## config.mk

```make
export PLATFORM = sky130hd
export DESIGN_NAME = pec15_engine
export DESIGN_NICKNAME = d
export VERILOG_FILES = /design/src/rtl/pec15_pkg.sv /design/src/rtl/pec15_byte_step.sv /design/src/rtl/pec15_rem_reg.sv /design/src/rtl/pec15_rx_check.sv /design/src/rtl/pec15_engine.sv
export SDC_FILE = /design/constraint.sdc
export NUM_CORES = 1
export LEC_CHECK = 0
export BUFFER_PORTS_ARGS = -buffer_cell sky130_fd_sc_hd__buf_2
export CORE_UTILIZATION = 55
export CTS_BUF_LIST = sky130_fd_sc_hd__clkbuf_4 sky130_fd_sc_hd__clkbuf_8
export CTS_CLUSTER_DIAMETER = 100
export DETAILED_ROUTE_END_ITERATION = 10
export GPL_TIMING_DRIVEN = 0
export HOLD_SLACK_MARGIN = 0.03
export PLACE_DENSITY = 0.81
export SETUP_SLACK_MARGIN = 0.05
export SYNTH_ARGS = -nofsm -noshare
export SYNTH_HDL_FRONTEND = slang
export SYNTH_SLANG_ARGS = --single-unit
```

## constraint.sdc

```tcl
create_clock -name clk -period 1.86 [get_ports clk]
set_input_delay 0.186 -clock clk [delete_from_list [all_inputs] [get_ports clk]]
set_output_delay 0.186 -clock clk [all_outputs]
set_load 0.005 [all_outputs]
```

## src/rtl/pec15_pkg.sv

```systemverilog
package pec15_pkg;
  // remainder width and byte width of the link
  localparam int CRC_W  = 15;
  localparam int BYTE_W = 8;
  localparam int CODE_W = CRC_W + 1;
  // generator taps (x^15 implied), bit 0 is the feedback itself
  localparam logic [CRC_W-1:0] POLY = 15'h4599;
  // starting remainder for every protected group
  localparam logic [CRC_W-1:0] SEED = 15'h0010;
endpackage

```

## src/rtl/pec15_byte_step.sv

```systemverilog
// Folds one byte into the remainder, all bit-steps unrolled.
module pec15_byte_step #(
  parameter int                CRC_W  = pec15_pkg::CRC_W,
  parameter int                BYTE_W = pec15_pkg::BYTE_W,
  parameter logic [CRC_W-1:0]  POLY   = pec15_pkg::POLY
) (
  input  logic [CRC_W-1:0]  rem_i,
  input  logic [BYTE_W-1:0] data_i,
  output logic [CRC_W-1:0]  rem_o
);
  logic [CRC_W-1:0] stage [BYTE_W+1];

  assign stage[0] = rem_i;

  for (genvar g = 0; g < BYTE_W; g++) begin : g_bit
    logic fb;
    assign fb = data_i[BYTE_W-1-g] ^ stage[g][CRC_W-1];
    assign stage[g+1] = {stage[g][CRC_W-2:0], 1'b0} ^ ({CRC_W{fb}} & POLY);
  end

  assign rem_o = stage[BYTE_W];
endmodule

```

## src/rtl/pec15_rem_reg.sv

```systemverilog
// Remainder state: seed reload, byte update, hold.
module pec15_rem_reg #(
  parameter int               CRC_W = pec15_pkg::CRC_W,
  parameter logic [CRC_W-1:0] SEED  = pec15_pkg::SEED
) (
  input  logic             clk,
  input  logic             rst_n,
  input  logic             start_i,
  input  logic             byte_vld_i,
  input  logic [CRC_W-1:0] stepped_i,
  output logic [CRC_W-1:0] base_o,
  output logic [CRC_W-1:0] rem_o
);
  logic [CRC_W-1:0] rem_q;
  logic [CRC_W-1:0] rem_d;
  logic             rem_en;

  // base the byte is folded into: seed when a start coincides
  always_comb begin
    base_o = start_i ? SEED : rem_q;
  end

  always_comb begin
    rem_en = start_i | byte_vld_i;
    rem_d  = byte_vld_i ? stepped_i : SEED;
  end

  always_ff @(posedge clk or negedge rst_n) begin
    if (!rst_n) begin
      rem_q <= SEED;
    end else if (rem_en) begin
      rem_q <= rem_d;
    end
  end

  assign rem_o = rem_q;
endmodule

```

## src/rtl/pec15_rx_check.sv

```systemverilog
// Compares two received code bytes with the computed code.
module pec15_rx_check #(
  parameter int CODE_W = pec15_pkg::CODE_W,
  parameter int BYTE_W = pec15_pkg::BYTE_W
) (
  input  logic              clk,
  input  logic              rst_n,
  input  logic              start_i,
  input  logic              rx_vld_i,
  input  logic [BYTE_W-1:0] rx_byte_i,
  input  logic [CODE_W-1:0] code_i,
  output logic              done_o,
  output logic              err_o
);
  logic phase_q, phase_d;
  logic hi_bad_q, hi_bad_d;
  logic done_q, done_d;
  logic err_q, err_d;
  logic lo_bad;

  assign lo_bad = (rx_byte_i != code_i[BYTE_W-1:0]);

  always_comb begin
    phase_d  = phase_q;
    hi_bad_d = hi_bad_q;
    done_d   = 1'b0;
    err_d    = 1'b0;
    if (start_i) begin
      phase_d  = 1'b0;
      hi_bad_d = 1'b0;
    end else if (rx_vld_i) begin
      if (!phase_q) begin
        phase_d  = 1'b1;
        hi_bad_d = (rx_byte_i != code_i[CODE_W-1:CODE_W-BYTE_W]);
      end else begin
        phase_d  = 1'b0;
        hi_bad_d = 1'b0;
        done_d   = 1'b1;
        err_d    = hi_bad_q | lo_bad;
      end
    end
  end

  always_ff @(posedge clk or negedge rst_n) begin
    if (!rst_n) begin
      phase_q  <= 1'b0;
      hi_bad_q <= 1'b0;
      done_q   <= 1'b0;
      err_q    <= 1'b0;
    end else begin
      phase_q  <= phase_d;
      hi_bad_q <= hi_bad_d;
      done_q   <= done_d;
      err_q    <= err_d;
    end
  end

  assign done_o = done_q;
  assign err_o  = err_q;
endmodule

```

## src/rtl/pec15_engine.sv

```systemverilog
// Top: remainder state, unrolled byte step, received-code comparator.
module pec15_engine #(
  parameter int                           CRC_W  = pec15_pkg::CRC_W,
  parameter int                           BYTE_W = pec15_pkg::BYTE_W,
  parameter logic [CRC_W-1:0]             POLY   = pec15_pkg::POLY,
  parameter logic [CRC_W-1:0]             SEED   = pec15_pkg::SEED,
  localparam int                          CODE_W = CRC_W + 1
) (
  input  logic              clk,
  input  logic              rst_n,
  input  logic              start_i,
  input  logic              byte_vld_i,
  input  logic [BYTE_W-1:0] byte_i,
  input  logic              rx_vld_i,
  input  logic [BYTE_W-1:0] rx_byte_i,
  output logic [CODE_W-1:0] pec_o,
  output logic              chk_done_o,
  output logic              chk_err_o
);
  // reset: asserted asynchronously, released on a clock edge
  logic rst_meta_q, rst_sync_q;
  always_ff @(posedge clk or negedge rst_n) begin
    if (!rst_n) begin
      rst_meta_q <= 1'b0;
      rst_sync_q <= 1'b0;
    end else begin
      rst_meta_q <= 1'b1;
      rst_sync_q <= rst_meta_q;
    end
  end

  logic [CRC_W-1:0] base;
  logic [CRC_W-1:0] stepped;
  logic [CRC_W-1:0] rem;

  pec15_rem_reg #(.CRC_W(CRC_W), .SEED(SEED)) u_rem (
    .clk        (clk),
    .rst_n      (rst_sync_q),
    .start_i    (start_i),
    .byte_vld_i (byte_vld_i),
    .stepped_i  (stepped),
    .base_o     (base),
    .rem_o      (rem)
  );

  pec15_byte_step #(.CRC_W(CRC_W), .BYTE_W(BYTE_W), .POLY(POLY)) u_step (
    .rem_i  (base),
    .data_i (byte_i),
    .rem_o  (stepped)
  );

  assign pec_o = {rem, 1'b0};

  pec15_rx_check #(.CODE_W(CODE_W), .BYTE_W(BYTE_W)) u_chk (
    .clk       (clk),
    .rst_n     (rst_sync_q),
    .start_i   (start_i),
    .rx_vld_i  (rx_vld_i),
    .rx_byte_i (rx_byte_i),
    .code_i    (pec_o),
    .done_o    (chk_done_o),
    .err_o     (chk_err_o)
  );
endmodule

```

Word level (Yosys, flattened, before mapping). Index checks and enable logic that the tools add are counted. W data, S select, Z words.

Eq/ne operators: 2. Muxes and demuxes: 14. Bitwise operators: 18. Reduce and logical (&&, ||, !) cells: 1.

Operators by type and width (count): $xor A15 B15 Y15 (8); $mux W15 (2); $ne A8 B8 Y1 (2); $mux W1 (12); $xor A1 B1 Y1 (8); $or A1 B1 Y1 (2); $reduce_bool A2 Y1 (1).

Register bits after elaboration: 21. Input port bits: 21. Logic and storage cells: 42.

Depth between registers and ports, before layout.
Word-level depth: 18. Depth in mapped cells: 8. Mapped depth without buffers: 7.

Cells and area by module. A second synthesis with hierarchy kept.

Cell total of the unflattened synthesis: 132. Area, all modules: 1556.5 µm².

Modules (own cells, without submodules): pec15_rem_reg (instances 1, cells an instance 48, area each 670.6 µm², sequential area each 376.6 µm²); pec15_byte_step (instances 1, cells an instance 46, area each 501.7 µm², sequential area each 0.0 µm²); pec15_rx_check (instances 1, cells an instance 33, area each 319.1 µm², sequential area each 100.1 µm²); pec15_engine (instances 1, cells an instance 5, area each 65.1 µm², sequential area each 50.0 µm²).

Worst setup path before layout. OpenSTA, ideal clock, no wires.

Path kind: reg2reg. From: reg u_rem.rem_q[12] (netlist: u_rem.rem_o[12]). To: reg u_rem.rem_q[7] (netlist: u_rem.rem_o[7]). Library setup time: 0.121 ns. Data arrival time: 1.811 ns. Required time: 1.739 ns. Slack: -0.072 ns. Stages on the path, launching flop included: 8. Path buffers: 0. Clock period less this slack: 1.932 ns. Cells stage by stage: dfrtp_1 -> nand2b_1 -> xnor2_1 -> xnor3_1 -> xor2_1 -> xnor2_1 -> xnor2_1 -> a22o_1.

Word-level cells in the longest chain between the ends: 16.

Ends and longest elaborated chain: start, declared (RTL line pec15_rem_reg.sv:14) `logic [CRC_W-1:0] rem_q;`; start signal, assigned (RTL line pec15_rem_reg.sv:32) `rem_q <= rem_d;`; $mux W15 * (RTL line pec15_rem_reg.sv:20) `base_o = start_i ? SEED : rem_q;`; $xor A15 B15 Y15 * (2 in series) (RTL line pec15_byte_step.sv:18) `assign stage[g+1] = {stage[g][CRC_W-2:0], 1'b0} ^ ({CRC_W{fb}} & POLY);`; $xor A1 B1 Y1 * (RTL line pec15_byte_step.sv:17) `assign fb = data_i[BYTE_W-1-g] ^ stage[g][CRC_W-1];`; $xor A15 B15 Y15 * (RTL line pec15_byte_step.sv:18); $xor A1 B1 Y1 (RTL line pec15_byte_step.sv:17); $xor A15 B15 Y15 * (RTL line pec15_byte_step.sv:18); $xor A1 B1 Y1 (RTL line pec15_byte_step.sv:17); $xor A15 B15 Y15 * (RTL line pec15_byte_step.sv:18); $xor A1 B1 Y1 (RTL line pec15_byte_step.sv:17); $xor A15 B15 Y15 * (RTL line pec15_byte_step.sv:18); $xor A1 B1 Y1 (RTL line pec15_byte_step.sv:17); $xor A15 B15 Y15 * (RTL line pec15_byte_step.sv:18); $xor A1 B1 Y1 (RTL line pec15_byte_step.sv:17); $xor A15 B15 Y15 * (RTL line pec15_byte_step.sv:18); $mux W15 * (RTL line pec15_rem_reg.sv:25) `rem_d = byte_vld_i ? stepped_i : SEED;`.

Every way passes the cells marked *; elsewhere a longest branch is shown, timed or not. A chain may end at the register's enable or synchronous reset.

Worst setup path in the final report. Same ends and word-level chain as after synthesis.

==> results.yml <==
yosys:
  ys_seq_area_share_pct: 31.09
  synth_nets: 191
  synth_edf_count: 0
  synth_cells: 170
  synth.avg_cell_area_um2: 9.965
  yosysUniqueCellTypes: 35
  synthesis.area_um2: 1694
  ys.flop_type: "dfrtp_1"
  synth-seq-cells: 21
  ys_warn_count: 0
  synthArstFlopShare_pct: 100.0
clock_network:
  cts.sinks: 21
  clockRootBuffer: "clkbuf_4"
  htree_num_levels: 1
  ctsLongestPathBuffers: 2
  clk_latency_ps: 300
  cts_tree: "built"
  numCtsBuffers: 3
  clk_pin_slew_ps: 110
power_and_ir_drop:
  power_density_nw_per_um2: 2030
  power_frac_comb_pct: 76.5
  ir_drop_uv: 1838
  p_sw_mw: 1.987
  p_leak_nw: 1.031
  power.share.clock_pct: 4.7
  power_frac_seq_pct: 18.7
  p_sw_share_pct: 42.77
  p_int_mw: 2.659
placed_design:
  routabilityCongestion: 0.8471
  port_buffers: 35
  place_worst_setup_slack_ps: -164.6
  detailed_place_hpwl_um: 2850
grt:
  busiest_layer: "met2"
  grtUsageMet3_pct: 4.082
  grt_pass1_wl_um: 6906
  globalRouteOverflowTotal: 0
  grt_usage_pct: 27.94
  grt_use_met1_pct: 37.48
  grt_max_degree: 20
  grt_use_met2_pct: 48.17
  antenna_found_initial: 0
  grt_pass1_vias: 1401
floorplan:
  die_w_um: 57.50
  start_util_pct: 59.89
  coreArea_um2: 2829
  io_pins: 39
  die_h_um: 57.50
  rows: 19
  die-area_um2: 3306
worst_setup_path:
  cp_slowest_stage_delay_ps: 510
  worst_setup_path_start_kind: "flip-flop"
  critPathBufInv: 0
  critPathKind: "reg2reg"
  crit_top_cell: "xnor2_1"
  cp-end-kind: "flip-flop"
  crit_family: "XOR/XNOR gates"
  required_ps: 2060
  worstPathArrival_ps: 2150
  crit_fanout: 4
  cp_slowest_cell: "xnor3_2"
  cp_cell_sequence: "nand2b_1 > xnor2_1 > xnor3_2 > xor2_2 > xnor2_1 > xnor2_1 > a22o_1"
sta:
  rsz0062_at_grt: "yes"
  period_needed_ps: 1949
  period_share_pct: 104.8
  fin_ws_ps: -89.32
  skew_ps: 4.025
  finalSetupViolations: 8
  drv_slew: 0
  tightest_slew_ps: 784.9
  setup-tns-final_ps: -491.3
  fmax_mhz: 513.0
  fin_hold_ws_ps: 128.5
  hold_viol: 0
  max-slew-margin-rel_pct: 47.67
route:
  num_vias: 1411
  wl_per_cell_um: 17.24
  drtPass1Iterations: 7
  antenna_left: 0
  drtIter0Drc: 64
  routed_wl_um: 4464
  drc: 3
  vias_per_cell: 5.448
job:
  max-cap-violations: 0
cells_and_area:
  utilization_pct: 80.89
  num_antenna_cells: 0
  nets: 250
  drive_gt1_share_pct: 41.67
  syn2layout_area_growth_pct: 35.08
worst_hold_path:
  min_path_type: "in2reg"
outcome:
  status: "finished with violations"
  violations: "DRC, setup timing"
-- kinds of logic after synthesis --
logic type,share of synthesized area [%]
xor+xnor,41.88
simple gates,11.96
compound gates,9.084
flops,31.09
buf+inv,3.766
mux,1.773
other cells,0.4433
-- cell type report --
class                           count  area (µm²)
Inverter                            1       3.754
Timing Repair Buffer               54       327.8
Fill cell                         170       540.5
Sequential cell                    21       529.3
Tap cell                           31       38.79
Clock inverter                      1       5.005
Buffer                             11       72.57
Multi-Input combinational cell    137        1289
Clock buffer                        3       22.52
-- final timing paths --
kind                            cells after the start  slack [ps]       startpoint              end
min in group asynchronous                           2         180            rst_n       rst_meta_q
worst min-delay path                                3         130         rx_vld_i     u_chk.done_o
worst max register to register                      7         -90  u_rem.rem_o[12]   u_rem.rem_o[7]
worst min register to register                      0         330       rst_sync_q  u_rem.rem_o[13]
worst max-delay path                                7         -90  u_rem.rem_o[12]   u_rem.rem_o[7]
max in group asynchronous                           0         990       rst_sync_q  u_rem.rem_o[12]
-- through the flow --
step	power (mW)	area [µm²]	cells
3_3_place_gp	3.476	1964	236
3_5_place_dp	3.545	1964	236
5_1_grt	4.932	2288	259
2_1_floorplan	3.010	1750	170
6_report	4.646	2288	259
4_1_cts	4.198	2165	254
-- flip-flops by register name (all words and copies together) (netlist names) --
| name | flops |
|---|---|
| u_chk.phase_q | 1 |
| u_chk.done_o | 1 |
| u_chk.hi_bad_q | 1 |
| rst_sync_q | 1 |
| rst_meta_q | 1 |
| u_chk.err_o | 1 |
| u_rem.rem_o | 15 |
-- per-layer routing --
| metal | vias to the layer above | wire length (µm) |
|---|---|---|
| met3 | 6 | 174 |
| met2 | 47 | 2243 |
| met4 | 0 | 87 |
| li1 | 667 | - |
| met5 | - | 0 |
| met1 | 691 | 1958 |
-- Yosys cell counts (3+ instances only) --
cell type   n  area (µm²)
nor2b_1     4       25.02
o22ai_1     3       18.77
xnor2_1    42       367.9
a22o_1      5       43.79
dfrtp_1    20       500.5
clkbuf_1    5       18.77
xor2_1     19       166.4
buf_2       3       15.01
xnor2_2     3       48.80
nor2_1     14       52.55
nand2_1     6       22.52
xor2_2      3       48.80
mux2i_1     3       30.03
a31oi_1     4       25.02
nand2b_1    8       50.05
-- power by group through the flow --
stage	registers [mW]	clock network (mW)	logic, mW
floorplan	0.832	0	2.18
global placement	0.865	0	2.61
detailed placement	0.878	0	2.67
CTS	0.860	0.223	3.12
global route	0.889	0.235	3.81
finish	0.871	0.219	3.56
-- repair_timing --
item	CTS	global route
setup buffers	13	7
setup endpoints to repair	10	12
hold endpoints to repair	2	0
hold buffers	1	0
gates resized for setup	12	12
pin swaps	13	8
-- layout by cell type (no fill, tap or decap), types with 2 or more instances in the layout --
| master | synthesis | layout |
|---|---|---|
| a32oi_1 | 2 | 2 |
| dfrtp_2 | 0 | 2 |
| xor2_4 | 0 | 2 |
| nand2_1 | 6 | 6 |
| nor2b_1 | 4 | 4 |
| conb_1 | 2 | 2 |
| nor3_1 | 2 | 2 |
| clkbuf_4 | 0 | 3 |
| xor2_2 | 3 | 4 |
| clkbuf_1 | 5 | 5 |
| buf_4 | 2 | 18 |
| xnor2_2 | 3 | 12 |
| o21ai_0 | 2 | 2 |
| xor2_1 | 19 | 16 |
| xnor2_1 | 42 | 30 |
| nor2_2 | 0 | 3 |
| nor2_4 | 1 | 2 |
| buf_6 | 1 | 5 |
| mux2i_1 | 3 | 3 |
| o21ai_1 | 2 | 2 |
| a22o_1 | 5 | 5 |
| buf_2 | 3 | 36 |
| xnor2_4 | 2 | 5 |
| nor4_1 | 2 | 2 |
| nor2_1 | 14 | 10 |
| nand2b_1 | 8 | 8 |
| o22ai_1 | 3 | 3 |
| dfrtp_1 | 20 | 18 |
| a31oi_1 | 4 | 4 |
-- worst reg2reg max path: cells and delay by family (launching register included) --
kind / cells / cell delay [ps]
xor gates and xnor gates: 5 / 1110
AOI/OAI and AO/OA: 1 / 190
and+or+nand+nor: 1 / 110
DFF: 1 / 450
No activity file was read; power rests on OpenSTA's default activity.
